--- src/rtl/bsr_pkg.sv ---
package bsr_pkg;
  localparam int CELLS_PER_PAD = 3;

  // position of each cell inside its pad group (0 = nearest the serial output)
  typedef enum logic [1:0] {
    CELL_IN  = 2'd0,
    CELL_OUT = 2'd1,
    CELL_OE  = 2'd2
  } cellKind_e;

  typedef struct packed {
    logic capture;
    logic shift;
    logic update;
    logic testSel;
  } bsrStrobes_t;
endpackage

--- src/rtl/bsr_control.sv ---
module bsr_control
  import bsr_pkg::*;
(
  input  logic        captureEn,
  input  logic        shiftEn,
  input  logic        updateEn,
  input  logic        testMode,
  output bsrStrobes_t strobes
);
  // capture outranks shift, shift outranks update
  always_comb begin
    strobes.capture = captureEn;
    strobes.shift   = shiftEn & ~captureEn;
    strobes.update  = updateEn & ~shiftEn & ~captureEn;
    strobes.testSel = testMode;
  end
endmodule

--- src/rtl/bsr_cell.sv ---
module bsr_cell
  import bsr_pkg::*;
(
  input  logic        clk,
  input  logic        rstN,
  input  bsrStrobes_t strobes,
  input  logic        parIn,
  input  logic        serIn,
  output logic        shiftQ,
  output logic        holdQ
);
  logic shiftNext;

  // first multiplexer: parallel load, serial move or keep
  always_comb begin
    if (strobes.capture)    shiftNext = parIn;
    else if (strobes.shift) shiftNext = serIn;
    else                    shiftNext = shiftQ;
  end

  always_ff @(posedge clk or negedge rstN) begin
    if (!rstN) shiftQ <= 1'b0;
    else       shiftQ <= shiftNext;
  end

  always_ff @(posedge clk or negedge rstN) begin
    if (!rstN)               holdQ <= 1'b0;
    else if (strobes.update) holdQ <= shiftQ;
  end
endmodule

--- src/rtl/bsr_datapath.sv ---
module bsr_datapath
  import bsr_pkg::*;
#(
  parameter int PADS = 8,
  localparam int CHAIN_LEN = CELLS_PER_PAD * PADS
) (
  input  logic                 clk,
  input  logic                 rstN,
  input  bsrStrobes_t          strobes,
  input  logic                 tdi,
  input  logic [PADS-1:0]      coreOe,
  input  logic [PADS-1:0]      coreOut,
  input  logic [PADS-1:0]      padIn,
  output logic [PADS-1:0]      padOe,
  output logic [PADS-1:0]      padOut,
  output logic                 scanOut,
  output logic [CHAIN_LEN-1:0] shiftVec,
  output logic [CHAIN_LEN-1:0] holdVec
);
  logic [CHAIN_LEN-1:0] parVec;
  logic [CHAIN_LEN-1:0] serVec;

  for (genvar p = 0; p < PADS; p++) begin : g_pad
    for (genvar k = 0; k < CELLS_PER_PAD; k++) begin : g_cell
      localparam int IDX = p * CELLS_PER_PAD + k;

      if (k == int'(CELL_OE)) begin : g_oe
        assign parVec[IDX] = coreOe[p];
      end else if (k == int'(CELL_OUT)) begin : g_out
        assign parVec[IDX] = coreOut[p];
      end else begin : g_in
        assign parVec[IDX] = padIn[p];
      end

      if (IDX == CHAIN_LEN - 1) begin : g_head
        assign serVec[IDX] = tdi;
      end else begin : g_link
        assign serVec[IDX] = shiftVec[IDX+1];
      end

      bsr_cell u_cell (
        .clk    (clk),
        .rstN   (rstN),
        .strobes(strobes),
        .parIn  (parVec[IDX]),
        .serIn  (serVec[IDX]),
        .shiftQ (shiftVec[IDX]),
        .holdQ  (holdVec[IDX])
      );
    end

    // second multiplexer: functional versus test data toward the pad
    assign padOe[p]  = strobes.testSel ? holdVec[p*CELLS_PER_PAD + int'(CELL_OE)]  : coreOe[p];
    assign padOut[p] = strobes.testSel ? holdVec[p*CELLS_PER_PAD + int'(CELL_OUT)] : coreOut[p];
  end

  assign scanOut = shiftVec[0];
endmodule

--- src/rtl/bsr_chain.sv ---
module bsr_chain
  import bsr_pkg::*;
#(
  parameter int PADS = 8
) (
  input  logic            clk,
  input  logic            rstN,
  input  logic            tdi,
  input  logic            captureEn,
  input  logic            shiftEn,
  input  logic            updateEn,
  input  logic            testMode,
  input  logic [PADS-1:0] coreOe,
  input  logic [PADS-1:0] coreOut,
  input  logic [PADS-1:0] padIn,
  output logic [PADS-1:0] padOe,
  output logic [PADS-1:0] padOut,
  output logic            scanOut
);
  localparam int CHAIN_LEN = CELLS_PER_PAD * PADS;

  bsrStrobes_t          strobes;
  logic [CHAIN_LEN-1:0] shiftVec;
  logic [CHAIN_LEN-1:0] holdVec;

  bsr_control u_control (
    .captureEn(captureEn),
    .shiftEn  (shiftEn),
    .updateEn (updateEn),
    .testMode (testMode),
    .strobes  (strobes)
  );

  bsr_datapath #(.PADS(PADS)) u_datapath (
    .clk     (clk),
    .rstN    (rstN),
    .strobes (strobes),
    .tdi     (tdi),
    .coreOe  (coreOe),
    .coreOut (coreOut),
    .padIn   (padIn),
    .padOe   (padOe),
    .padOut  (padOut),
    .scanOut (scanOut),
    .shiftVec(shiftVec),
    .holdVec (holdVec)
  );
endmodule

--- config.mk ---
export PLATFORM = sky130hd
export DESIGN_NAME = bsr_chain
export DESIGN_NICKNAME = d
export VERILOG_FILES = /design/src/rtl/bsr_pkg.sv /design/src/rtl/bsr_control.sv /design/src/rtl/bsr_cell.sv /design/src/rtl/bsr_datapath.sv /design/src/rtl/bsr_chain.sv
export SDC_FILE = /design/constraint.sdc
export NUM_CORES = 1
export LEC_CHECK = 0
export BUFFER_PORTS_ARGS = -buffer_cell sky130_fd_sc_hd__clkbuf_2
export CORE_ASPECT_RATIO = 0.7
export CORE_MARGIN = 4
export CORE_UTILIZATION = 52
export DETAILED_ROUTE_END_ITERATION = 10
export GPL_ROUTABILITY_DRIVEN = 0
export PLACE_DENSITY = 0.88
export SYNTH_ARGS = -nofsm -noshare
export SYNTH_HDL_FRONTEND = slang
export SYNTH_SLANG_ARGS = --single-unit
--- constraint.sdc ---
create_clock -name clk -period 0.9 [get_ports clk]
set_input_delay 0 -clock clk [delete_from_list [all_inputs] [get_ports clk]]
set_output_delay 0 -clock clk [all_outputs]
set_load 0.02 [all_outputs]
[Word level (Yosys, flattened, before mapping)]
Index checks and enable logic that the tools add are counted.
Word-level totals
  flip-flop bits (word level): 40
  word-level logic and storage cells: 110
Cells by class
  reduce and logical (&&, ||, !) cells: 1
  bitwise logic cells: 5
  muxes and demuxes: 64
Operators by type and width (number)
  $mux 1: 64
  $and 1x1->1: 3
  $not 1->1: 2
  $reduce_bool 2->1: 1

[Longest topological paths before layout]
  depth after elaboration: 4
  depth in mapped cells: 4

[By module]
From an unflattened synthesis, not the netlist that was laid out.
Second synthesis, totals
  cells, all modules: 167
  area, all modules: 2302.2 um^2
By module, submodules not included
  bsr_cell: cells an instance 6, instances 24, area an instance 83.8 um^2
  bsr_datapath: cells an instance 19, instances 1, area an instance 256.5 um^2
  bsr_control: cells an instance 4, instances 1, area an instance 33.8 um^2

[Least setup slack after synthesis]
OpenSTA, ideal clock, no wires.
  path type: input to register
  start: input shiftEn
  end: register u_datapath.g_pad[0].g_cell[1].u_cell.holdQ
  data arrival time: 0.938 ns
  buffers on the path: 2
  library setup time: 0.125 ns
  slack: -0.163 ns
  required time: 0.775 ns
  cell stages on the path: 4
  cells stage by stage: buf_6 -> nor3b_4 -> buf_6 -> mux2_2
Between the ends
  word-level cells in the longest chain between the ends: 3
Ends and longest elaborated chain
  from (decl): RTL line bsr_chain.sv:10  | input logic shiftEn,
  $not 1->1: RTL line bsr_control.sv:14  | strobes.update = updateEn & ~shiftEn & ~captureEn;
  $and 1x1->1 (2 in a row): RTL line bsr_control.sv:14
  to (signal assigned): RTL line bsr_cell.sv:28  | else if (strobes.update) holdQ <= shiftQ;
  to (decl): RTL line bsr_cell.sv:10  | output logic holdQ
No other way between the ends.
A chain may end at the register's enable or synchronous reset.

[Final worst setup path]
  start: register u_datapath.g_pad[5].g_cell[2].u_cell.holdQ
  end: output padOe[5]
Between the ends
  word-level cells in the longest chain between the ends: 1
Ends and longest elaborated chain
  from (decl): RTL line bsr_cell.sv:10
  from (signal assigned): RTL line bsr_cell.sv:28
  $mux 1: RTL line bsr_datapath.sv:53  | assign padOe[p] = strobes.testSel ? holdVec[p*CELLS_PER_PAD + int'(CELL_OE)] : coreOe[p];
  to (decl): RTL line bsr_chain.sv:16  | output logic [PADS-1:0] padOe,
No other way between the ends.

==> results.py <==
metrics = {
    "clock_tree": {
        "cts_tree": "done",
        "clock_sinks": 40,
        "cts_max_level": 2,
        "clk_latency_ns": 0.28,
        "cts_made_buffers": 5,
        "clock_path_buffers": 2,
        "clockRootBuffer": "clkbuf_8",
        "cts.clk_slew.worst_paths_ns": 0.07,
    },
    "synthesis": {
        "syn_area_um2": 1890,
        "synth_cells": 156,
        "ys_seq_area_frac": 0.529,
        "yosys_warnings": 0,
        "ys_seq_elements": 40,
        "yosysMostFrequentCell": "dfrtp_1",
        "synth_flop_cell": "dfrtp_1",
        "yosys.area.top_type": "dfrtp_1",
        "synth.net_count": 187,
        "synth-edff-count": 0,
        "synth_cell_types": 9,
        "synth_commonest_cells": "dfrtp_1, mux2_2, mux2i_1, nand2_1, o21ai_0",
        "avgSynthCellArea_um2": 12.1,
        "synth_top_area_share": 0.529,
        "synth_area_leaders": "dfrtp_1, mux2_2, mux2i_1",
        "ys_async_sr_fraction": 1.00,
    },
    "route": {
        "viasPerCell": 5.17,
        "wl_per_cell_um": 16.6,
        "drc": 0,
        "wirelength_um": 4810,
        "drt_iter0_drc": 73,
        "firstDrtPassIters": 4,
        "dr_total_vias": 1499,
        "ant_nets": 0,
    },
    "die": {
        "die_w_um": 80.1,
        "die_area_um2": 4690,
        "die_h_um": 58.5,
        "ios": 48,
        "start_util": 0.539,
        "core-area_um2": 3510,
        "fp-row-count": 18,
    },
    "run_status": {
        "violations": "negative setup slack",
        "status": "complete, but fails checks",
    },
    "sta": {
        "relSlewSlack": 0.726,
        "hold_viol_final": 0,
        "fin_crit_ns": 1.09,
        "grt_setup_unrepaired": "true",
        "max_freq_mhz": 915,
        "finalSetupViolations": 17,
        "post-route-period-util": 1.21,
        "fin_skew_ns": 0.00220,
        "drv_slew": 0,
        "worst_pin_slew_ns": 0.410,
        "setup_ws_ns": -0.193,
    },
    "final_layout": {
        "drive_above_1_share": 0.425,
        "nets": 271,
        "layoutNonFillerInstCount": 290,
        "diodes": 0,
        "area_growth_pct": 51.2,
    },
    "worst_setup_path": {
        "critPathCaptureType": "output port",
        "path_max_fanout": 2,
        "cp.required_ns": 0.90,
        "start_kind": "flip-flop",
        "cp.arrival_ns": 1.09,
        "worstSetupPathType": "reg2out",
    },
    "global_routing": {
        "grtUsageTotal": 0.215,
        "grt_first_pass_wirelength_um": 7680,
        "grt_pass1_vias": 1579,
        "antenna_found_initial": 0,
        "grt_max_degree": 49,
        "overflow": 0,
    },
    "power": {
        "power_density_nw_per_um2": 1730,
        "switching_share": 0.280,
        "power.share.clock": 0.224,
        "p_int_mw": 3.56,
        "pwr-share-seq": 0.458,
        "p_sw_mw": 1.39,
        "report.power.total_mw": 4.95,
        "p_comb_frac": 0.318,
        "ir_drop_mv": 1.29,
        "p_leak_nw": 1.41,
    },
    "job": {
        "maxCapViolCount": 0,
    },
    "place": {
        "dp.cells": 252,
        "dp.final_hpwl_um": 2690,
        "port_buffers": 47,
    },
    "worst_hold_path": {
        "min_path_type": "in2reg",
    },
}
[kinds of logic (layout without fill, tap and decap cells)]
group           count (synthesis)  count (layout)  share of synthesized area
flops                          40              40                      0.529
simple gates                   25              25                     0.0575
buf+inv                        11              95                     0.0330
compound gates                 24              24                     0.0635
mux                            56              56                      0.317
[per-stage QoR]
step	hold slack (ns)	util	worst slack, ns	setup TNS [ns]	area, um2
after floorplan	-0.296	-	-0.162	-1.67	1910
after global placement	-0.00995	0.646	-0.0744	-1.14	2270
after detailed placement	-0.00652	0.646	-0.121	-1.62	2270
after CTS	0.0539	0.801	-0.210	-3.06	2820
after global routing	0.0743	0.815	-0.222	-3.52	2860
final	0.0500	0.815	-0.193	-2.95	2860
[layer usage]
| layer | vias to the layer above | GRT usage | share of wire |
|---|---|---|---|
| met5 | - | 0 | 0 |
| met4 | 0 | 0.0506 | 0.0054 |
| met3 | 5 | 0.0443 | 0.039 |
| met2 | 39 | 0.376 | 0.53 |
| met1 | 740 | 0.278 | 0.42 |
| li1 | 715 | - | - |
[timing repair]
item,in CTS,in global routing
gates resized for setup,45,20
endpoints found under the setup margin,16,19
buffers inserted,4,4
hold buffers,25,0
hold endpoints to repair,64,0
[flip-flops by register name, indices dropped and copies added (netlist names)]
signal                                 cells
u_datapath.g_pad.g_cell.u_cell.shiftQ     24
u_datapath.g_pad.g_cell.u_cell.holdQ      16
[worst max-delay path, stage by stage (launching register included)]
cell and delay (ns):
dfrtp_1 0.39, mux2_2 0.28, buf_6 0.13
[power by group through the flow]
stage | Combinational, mW | Sequential, mW | Clock [mW]
2_1_floorplan | 0.684 | 2.22 | 0
3_3_place_gp | 0.982 | 2.27 | 0
3_5_place_dp | 1.02 | 2.28 | 0
4_1_cts | 1.42 | 2.25 | 1.12
5_1_grt | 1.68 | 2.30 | 1.22
6_report | 1.57 | 2.27 | 1.11
[layout by cell type, fill, tap and decap left out]
cell           synthesis  routed
clkinv_2               0       1
mux2i_1               24      24
dfrtp_1               40      40
nand2_1               24      24
clkbuf_8               0       5
buf_8                  0      15
dlygate4sd3_1          0      25
buf_4                  0      10
o21ai_0               24      24
clkbuf_1               4       1
clkbuf_2               0      31
nor3b_4                1       1
buf_6                  2       2
buf_12                 0       5
mux2_2                32      15
mux2_4                 0      17
[final timing paths]
check,start,endpoint,slack [ns],cells after the start
min in group asynchronous,rstN,u_datapath.g_pad[5].g_cell[1].u_cell.holdQ,0.22,3
hold / removal,tdi,u_datapath.g_pad[7].g_cell[2].u_cell.shiftQ,0.05,3
hold reg to reg,u_datapath.g_pad[4].g_cell[2].u_cell.holdQ,u_datapath.g_pad[4].g_cell[2].u_cell.holdQ,0.51,1
setup reg to reg,u_datapath.g_pad[1].g_cell[2].u_cell.holdQ,u_datapath.g_pad[1].g_cell[2].u_cell.holdQ,-0.13,3
setup / recovery,u_datapath.g_pad[5].g_cell[2].u_cell.holdQ,padOe[5],-0.19,2
max in group asynchronous,rstN,u_datapath.g_pad[6].g_cell[2].u_cell.shiftQ,0.48,3
[cell type report]
cell class / instances / area [um2]
sequential: 40 / 1000
multi-input combinational: 105 / 893
timing repair buffer: 88 / 828
fill: 213 / 651
clock buffer: 6 / 72.6
tap: 50 / 62.6
clock inverter: 1 / 5.00
(Power assumes the default switching activity.)
